===== config.mk =====
export PLATFORM = sky130hd
export DESIGN_NAME = flash_pgm_seq
export DESIGN_NICKNAME = d
export VERILOG_FILES = /design/src/rtl/flash_pgm_pkg.sv /design/src/rtl/pgm_frame_rx.sv /design/src/rtl/pgm_ctrl.sv /design/src/rtl/flash_array.sv /design/src/rtl/flash_pgm_seq.sv
export SDC_FILE = /design/constraint.sdc
export NUM_CORES = 2
export LEC_CHECK = 0
export ABC_CLOCK_PERIOD_IN_PS = 6350
export BUFFER_PORTS_ARGS = -buffer_cell sky130_fd_sc_hd__buf_2
export CORE_ASPECT_RATIO = 0.8
export CORE_UTILIZATION = 55
export DETAILED_ROUTE_END_ITERATION = 16
export PLACE_DENSITY = 0.71
export REMOVE_ABC_BUFFERS = 1
export SYNTH_ARGS = -nofsm -noshare
export SYNTH_HDL_FRONTEND = slang
export SYNTH_SLANG_ARGS = --single-unit

===== constraint.sdc =====
create_clock -name clk -period 6.35 [get_ports clk]
set_clock_uncertainty 0.2 [all_clocks]
set_input_delay 1.27 -clock clk [delete_from_list [all_inputs] [get_ports clk]]
set_output_delay 1.27 -clock clk [all_outputs]
set_load 0.005 [all_outputs]

===== src/rtl/flash_pgm_pkg.sv =====
package flash_pgm_pkg;
  localparam int          FRAME_BYTES = 5;
  localparam int          FRAME_ADDR_W = 24;
  localparam logic [7:0]  OP_PROGRAM  = 8'h02;

  typedef enum logic [1:0] {
    ST_IDLE,
    ST_FETCH,
    ST_MERGE,
    ST_HOLD
  } pgm_state_e;
endpackage


===== src/rtl/pgm_frame_rx.sv =====
module pgm_frame_rx
  import flash_pgm_pkg::*;
(
  input  logic                    clk,
  input  logic                    rst,
  input  logic                    cs_n,
  input  logic                    rx_valid,
  input  logic [7:0]              rx_byte,
  output logic                    commit_req,
  output logic                    frame_ok,
  output logic [FRAME_ADDR_W-1:0] addr,
  output logic [7:0]              data
);
  localparam int CNT_W = $clog2(FRAME_BYTES + 2);
  localparam logic [CNT_W-1:0] C_ADDR_END = CNT_W'(3);
  localparam logic [CNT_W-1:0] C_DATA     = CNT_W'(FRAME_BYTES - 1);
  localparam logic [CNT_W-1:0] C_FULL     = CNT_W'(FRAME_BYTES);
  localparam logic [CNT_W-1:0] C_OVER     = CNT_W'(FRAME_BYTES + 1);

  logic [CNT_W-1:0] cnt;
  logic             op_ok;
  logic             cs_q;

  // byte counter saturates one past a full frame so overlong frames are seen
  always_ff @(posedge clk) begin
    if (rst) begin
      cs_q  <= 1'b1;
      cnt   <= '0;
      op_ok <= 1'b0;
      addr  <= '0;
      data  <= '0;
    end else begin
      cs_q <= cs_n;
      if (cs_n) begin
        cnt <= '0;
      end else if (rx_valid) begin
        if (cnt != C_OVER) cnt <= cnt + 1'b1;
        if (cnt == '0)
          op_ok <= (rx_byte == OP_PROGRAM);
        else if (cnt <= C_ADDR_END)
          addr <= {addr[FRAME_ADDR_W-9:0], rx_byte};
        else if (cnt == C_DATA)
          data <= rx_byte;
      end
    end
  end

  assign commit_req = cs_n & ~cs_q;
  assign frame_ok   = (cnt == C_FULL) & op_ok;
endmodule


===== src/rtl/pgm_ctrl.sv =====
module pgm_ctrl
  import flash_pgm_pkg::*;
#(
  parameter int ADDR_W      = 8,
  parameter int BUSY_CYCLES = 16
) (
  input  logic              clk,
  input  logic              rst,
  input  logic              commit_req,
  input  logic              frame_ok,
  input  logic              wel,
  input  logic              prot,
  input  logic [ADDR_W-1:0] frm_addr,
  input  logic [7:0]        frm_data,
  input  logic [7:0]        rd_data,
  output logic              rd_en,
  output logic [ADDR_W-1:0] op_addr,
  output logic              busy,
  output logic              wel_clr,
  output logic              mem_we,
  output logic [7:0]        mem_wdata
);
  localparam int CNT_W = $clog2(BUSY_CYCLES);
  localparam logic [CNT_W-1:0] LOAD = CNT_W'(BUSY_CYCLES - 1);

  pgm_state_e       state;
  logic [CNT_W-1:0] cnt;
  logic [7:0]       op_data;
  logic             accept;

  assign accept = commit_req & frame_ok & wel & ~prot & (state == ST_IDLE);
  assign rd_en  = (state == ST_FETCH);

  always_ff @(posedge clk) begin
    if (rst) begin
      state     <= ST_IDLE;
      cnt       <= '0;
      busy      <= 1'b0;
      wel_clr   <= 1'b0;
      mem_we    <= 1'b0;
      mem_wdata <= '0;
      op_addr   <= '0;
      op_data   <= '0;
    end else begin
      wel_clr <= 1'b0;
      case (state)
        ST_IDLE: if (accept) begin
          state   <= ST_FETCH;
          busy    <= 1'b1;
          cnt     <= LOAD;
          op_addr <= frm_addr;
          op_data <= frm_data;
        end
        ST_FETCH: state <= ST_MERGE;
        ST_MERGE: begin
          mem_we    <= 1'b1;
          mem_wdata <= rd_data & op_data;
          state     <= ST_HOLD;
        end
        default: mem_we <= 1'b0;
      endcase
      // self-timed window, independent of the merge steps
      if (busy) begin
        if (cnt == '0) begin
          busy    <= 1'b0;
          wel_clr <= 1'b1;
          state   <= ST_IDLE;
        end else begin
          cnt <= cnt - 1'b1;
        end
      end
    end
  end
endmodule


===== src/rtl/flash_array.sv =====
module flash_array #(
  parameter int ADDR_W = 8
) (
  input  logic              clk,
  input  logic              we,
  input  logic [ADDR_W-1:0] waddr,
  input  logic [7:0]        wdata,
  input  logic              re,
  input  logic [ADDR_W-1:0] raddr,
  output logic [7:0]        rdata
);
  localparam int DEPTH = 1 << ADDR_W;

  logic [7:0] mem [DEPTH];

  // power-up contents: fully erased
  initial begin
    for (int i = 0; i < DEPTH; i++) mem[i] = 8'hFF;
  end

  always_ff @(posedge clk) begin
    if (we) mem[waddr] <= wdata;
    if (re) rdata <= mem[raddr];
  end
endmodule


===== src/rtl/flash_pgm_seq.sv =====
module flash_pgm_seq
  import flash_pgm_pkg::*;
#(
  parameter int ADDR_W      = 8,
  parameter int BUSY_CYCLES = 16
) (
  input  logic              clk,
  input  logic              rst,
  input  logic              cs_n,
  input  logic              rx_valid,
  input  logic [7:0]        rx_byte,
  input  logic              wel,
  input  logic              addr_prot,
  output logic [23:0]       frame_addr,
  output logic              busy,
  output logic              wel_clr,
  output logic              mem_we,
  output logic [ADDR_W-1:0] mem_addr,
  output logic [7:0]        mem_wdata
);
  logic       commit_req;
  logic       frame_ok;
  logic [7:0] frm_data;
  logic [7:0] rd_data;
  logic       rd_en;

  pgm_frame_rx u_rx (
    .clk        (clk),
    .rst        (rst),
    .cs_n       (cs_n),
    .rx_valid   (rx_valid),
    .rx_byte    (rx_byte),
    .commit_req (commit_req),
    .frame_ok   (frame_ok),
    .addr       (frame_addr),
    .data       (frm_data)
  );

  pgm_ctrl #(.ADDR_W(ADDR_W), .BUSY_CYCLES(BUSY_CYCLES)) u_ctrl (
    .clk        (clk),
    .rst        (rst),
    .commit_req (commit_req),
    .frame_ok   (frame_ok),
    .wel        (wel),
    .prot       (addr_prot),
    .frm_addr   (frame_addr[ADDR_W-1:0]),
    .frm_data   (frm_data),
    .rd_data    (rd_data),
    .rd_en      (rd_en),
    .op_addr    (mem_addr),
    .busy       (busy),
    .wel_clr    (wel_clr),
    .mem_we     (mem_we),
    .mem_wdata  (mem_wdata)
  );

  flash_array #(.ADDR_W(ADDR_W)) u_array (
    .clk   (clk),
    .we    (mem_we),
    .waddr (mem_addr),
    .wdata (mem_wdata),
    .re    (rd_en),
    .raddr (mem_addr),
    .rdata (rd_data)
  );
endmodule


### After elaboration in Yosys (flattened, before gate mapping)

Memories as Yosys holds them, arrays and structs flattened. A register that Yosys moved wholly into a read port is not among the register bits.
Index checks and enable logic that the tools add are counted.
Widths: inputs -> output; s select.

* flip-flop bits (word level): 70
* memories: 1
* bits in latches: 0
* input port bits: 14
* ROM bits: 0
* RAM bits: 2048

* magnitude comparators: 1
* bitwise logic cells: 13
* add/sub/neg operators: 2
* equal/unequal tests: 6
* div/mod/pow operators: 0
* shift operators: 0
* multiply operators: 0
* multiplexer cells: 16
* reduce and logical (&&, ||, !) cells: 11

Memories
* u_array.mem: depth 256, width 8, rd ports 1, clocked after Yosys merged registers in 1, write ports 1, RTL line flash_array.sv:14 `logic [7:0] mem [DEPTH];`

Operator list (number)
* $mux 4: 4
* $and 8x8->8: 1
* $eq 8x2->1 const B: 1
* $mux 1: 7
* $and 1x1->1: 6
* $eq 3x3->1 const B: 2
* $mux 2: 3
* $not 1->1: 6
* $pmux 2 s3: 1
* $reduce_or 2->1: 3
* $reduce_and 5->1: 1
* $logic_not 4->1: 1
* $reduce_and 2->1: 2
* $reduce_and 4->1: 1
* $sub 4x1->4 const B: 1
* $add 3x1->3 const B: 1
* $le 3x2->1 const B: 1
* $logic_not 3->1: 1
* $ne 3x3->1 const B: 1
* $reduce_and 3->1: 1
* $eq 2x1->1 const B: 1
* $eq 2x2->1 const B: 1
* $logic_not 2->1: 1
* $pmux 1 s2: 1

### Longest topological paths before layout

* depth in word-level cells: 10
* depth in mapped cells: 9
* depth with buffers taken out: 7

### Modules after synthesis

From an unflattened synthesis, not the netlist that was laid out.

* cells, all modules: 4046
* area, all modules: 82599.2 µm²

Modules (own cells, without submodules)
* flash_array: times used 1, area an instance 79636.4 µm², cells an instance 3733, sequential area each 61739.2 µm²
* pgm_frame_rx: times used 1, area an instance 1642.8 µm², cells an instance 158, sequential area each 740.7 µm²
* pgm_ctrl: times used 1, area an instance 1320.0 µm², cells an instance 155, sequential area each 660.6 µm²

### Worst setup path after synthesis

Ideal clock, no wire load.

* path kind: register -> output
* start: register u_ctrl.mem_wdata[0]
* end: output port mem_wdata[0]
* cell stages (with the launch flop): 1
* data arrival time: 3.429 ns
* path buffers: 0
* setup slack: 1.451 ns
* data required time: 4.880 ns
* cells stage by stage: dfxtp_1

RTL lines
* start: declaration: RTL line pgm_ctrl.sv:21 `output logic [7:0] mem_wdata`
* start signal: assignment: RTL line pgm_ctrl.sv:57 `mem_wdata <= rd_data & op_data;`
* end: declaration: RTL line flash_pgm_seq.sv:19 `output logic [7:0] mem_wdata`

No word-level cell between the ends.

==> results.ini <==
[floorplanning]
pin_count = 57
core_area_um2 = 146000
die_w_um = 432
die_h_um = 346
initial_utilization_pct = 55.7
die_area_um2 = 149000
rows = 125

[sta]
worstMarginPinSlew_ps = 1390
rsz0062_at_grt = no
hold_viol = 0
fin_ws_ps = 1710
relSlewSlack_pct = 6.13
timing.fmax_mhz = 216
finalSetupViolCount = 0
drv_slew = 0
tns_ps = 0
finalCritPeriodShare_pct = 73.0
final.min_clock_period_ps = 4640

[clock_tree]
cts_resized = 0
hold_buffers = 0
clockBufferDepth = 3
cts_buffers = 191
path_clk_slew_ps = 70
clockRootBuffer = clkbuf_16
htree_levels = 4
tritoncts = yes
cts_sinks = 2126
insertion_delay_ps = 820
cts_setup_buffers = 0

[min_path]
worstHoldPathType = reg2reg

[yosys]
syn-cell-area_um2 = 81300
netlist_instances = 3822
synthFlopType = edfxtp_1
synth_area_leader_cell = edfxtp_1
synth_top_cell_area_share_pct = 76.0
async_reset_ff_share_pct = 0
ys_types = 38
yosys_warnings = 0
synth_edf_count = 2056
ys_seq_elements = 2126
yosysSeqAreaShare_pct = 77.7
synth.area.top_cells = edfxtp_1, mux4_2, a22oi_1, dfxtp_1, nor2_1
post_synth.cell_area_avg_um2 = 21.3

[outcome]
status = completed

[final_layout]
drive_gt1_share_pct = 23.8
syn_to_final_growth_pct = 10.7
nets = 3954
n_fill_cell = 9904

[route]
dr_total_vias = 40300
wirelength_um = 194000
dr.pass1.iters = 6
routed_via_density = 6.65
routedWlPerCell_um = 32.1
drtIter0Drc = 5681
drc = 0
ant_nets = 0

[job]
max_cap_violations = 0

[grt]
grt_first_pass_wirelength_um = 282000
grt_max_degree = 171
grt_pass1_vias = 39800
track_usage_pct = 26.3
gr-total-overflow = 0
antenna_found_initial = 4

[power_and_ir_drop]
pwr-share-clk_pct = 42.4
leakage_nw = 27.5
switchingPower_mw = 5.04
switching_share_pct = 19.1
power_mw = 26.3
irDropWorstVdd_mv = 0.262
power_density_nw_per_um2 = 293
p_comb_share_pct = 0.1
p_seq_share_pct = 57.5
p_int_mw = 21.3

[worst_setup_path]
cp_max_fo = 32
arrival_ps = 4940
crit_type = reg2reg
start_kind = register
end_kind = register
cp.required_ps = 6660

[place]
io_buffers = 56
gp_congestion = 0.826
place_ws_ps = 1770
hpwl_um = 114000

## routing by layer
| layer | vias to the layer above | global-route usage [%] | wire length, um |
|---|---|---|---|
| met5 | - | 0 | 18 |
| met4 | 2 | 6.90 | 4830 |
| met3 | 309 | 7.43 | 24000 |
| met2 | 2488 | 37.4 | 86600 |
| met1 | 21200 | 40.3 | 78700 |
| li1 | 16200 | - | - |
## cell usage in the layout, fill, tap and decap left out, types with 6 or more instances in the layout
cell       netlist  routed
clkinv_8         0       6
edfxtp_1      2056    2056
mux2i_1         48      48
bufinv_16        0      11
nand2_1         38      38
nor2_1         288     287
nor2b_1         12      10
clkinv_2         0      26
buf_12           0      15
buf_2           41      57
nor3_2           1       7
ha_1             6       6
clkbuf_8         0       6
inv_1            8       8
nand2b_1         9       7
o41ai_1         32      29
clkbuf_1       164      41
clkinv_1         0      48
dfxtp_4          0      10
a21oi_1        143     143
mux4_2         512     512
dfxtp_1         70      60
nand4_1          9       9
nor3_1          35      29
buf_4            6      97
a22oi_1        256     256
nand3_1         18      17
clkbuf_16        0     195
## final timing paths
path / startpoint / end / slack, ps / depth (start not counted)
worst max-delay path: u_ctrl.op_addr[0]$_SDFFE_PP0P_ / u_array.rdata[7]$_DFFE_PP_ / 1710 / 6
worst min-delay path: u_ctrl.op_data[7]$_SDFFE_PP0P_ / u_ctrl.mem_wdata[7]$_SDFFE_PP0P_ / 260 / 2
worst max register to register: u_ctrl.op_addr[0]$_SDFFE_PP0P_ / u_array.rdata[7]$_DFFE_PP_ / 1710 / 6
worst min register to register: u_ctrl.op_data[7]$_SDFFE_PP0P_ / u_ctrl.mem_wdata[7]$_SDFFE_PP0P_ / 260 / 2
## power by group through the flow
stage	clock, mW	combinational (mW)	sequential (mW)
global placement	0	0.0266	15.4
finish	11.2	0.0270	15.1
global route	11.8	0.0295	15.1
detailed placement	0	0.0267	15.4
floorplan	0	0.0100	15.4
CTS	11.3	0.0268	15.1
## critical path, cell delays in order (launching register included)
cell	delay, ps
dfxtp_4	840
buf_4	630
mux4_2	590
a22oi_1	460
a21oi_1	140
o41ai_1	1230
nand4_1	180
## synth_stat cells, types with 9 or more instances
cell type / instances
a21oi_1: 143
a22oi_1: 256
buf_1: 18
buf_2: 41
buf_6: 21
clkbuf_1: 164
dfxtp_1: 70
edfxtp_1: 2056
mux2i_1: 48
mux4_2: 512
nand2_1: 38
nand2b_1: 9
nand3_1: 18
nand4_1: 9
nor2_1: 288
nor2b_1: 12
nor3_1: 35
o41ai_1: 32
## state kept, by name, summed over array words and instances (netlist names)
signal,cells
u_array.mem,2048
u_array.rdata,8
u_ctrl.busy,1
u_ctrl.cnt,4
u_ctrl.mem_wdata,8
u_ctrl.mem_we,1
u_ctrl.op_addr,8
u_ctrl.op_data,8
u_ctrl.state,2
u_ctrl.wel_clr,1
u_rx.addr,24
u_rx.cnt,3
u_rx.cs_q,1
u_rx.data,8
u_rx.op_ok,1
## final cells by class
| type | instances | area (um2) | share of cell area [%] |
|---|---|---|---|
| Sequential cell | 2126 | 63200 | 70.2 |
| Multi-Input combinational cell | 1438 | 17000 | 18.9 |
| Clock buffer | 243 | 5120 | 5.69 |
| Tap cell | 1968 | 2460 | 2.74 |
| Timing Repair Buffer | 169 | 1310 | 1.46 |
| Clock inverter | 103 | 851 | 0.945 |
| Inverter | 8 | 30.0 | 0.0334 |
| Antenna cell | 2 | 5.00 | 0.00556 |
## per-stage QoR
| stage | cells | util [%] | area, um2 | hold slack, ps |
|---|---|---|---|---|
| 3_3_place_gp | 5708 | 57.6 | 84000 | 249 |
| 4_1_cts | 6055 | 61.7 | 90000 | 266 |
| 2_1_floorplan | 3572 | - | 80100 | 241 |
| 6_report | 6057 | 61.7 | 90000 | 262 |
| 3_5_place_dp | 5709 | 57.6 | 84000 | 258 |
| 5_1_grt | 6055 | 61.7 | 90000 | 291 |
## kinds of logic (layout without fill, tap and decap cells)
family	count (synthesis)	count (layout)	synth area share, %
flip-flops	2126	2126	77.7
multiplexers	561	561	14.8
AO/OA/AOI/OAI	442	442	3.69
AND/OR/NAND/NOR	427	427	2.22
buffers and inverters	258	523	1.48
adder cells (fa/ha/maj)	6	6	0.0924
XOR/XNOR	2	2	0.0216
other	0	2	0
No activity file was read; power rests on OpenSTA's default activity.
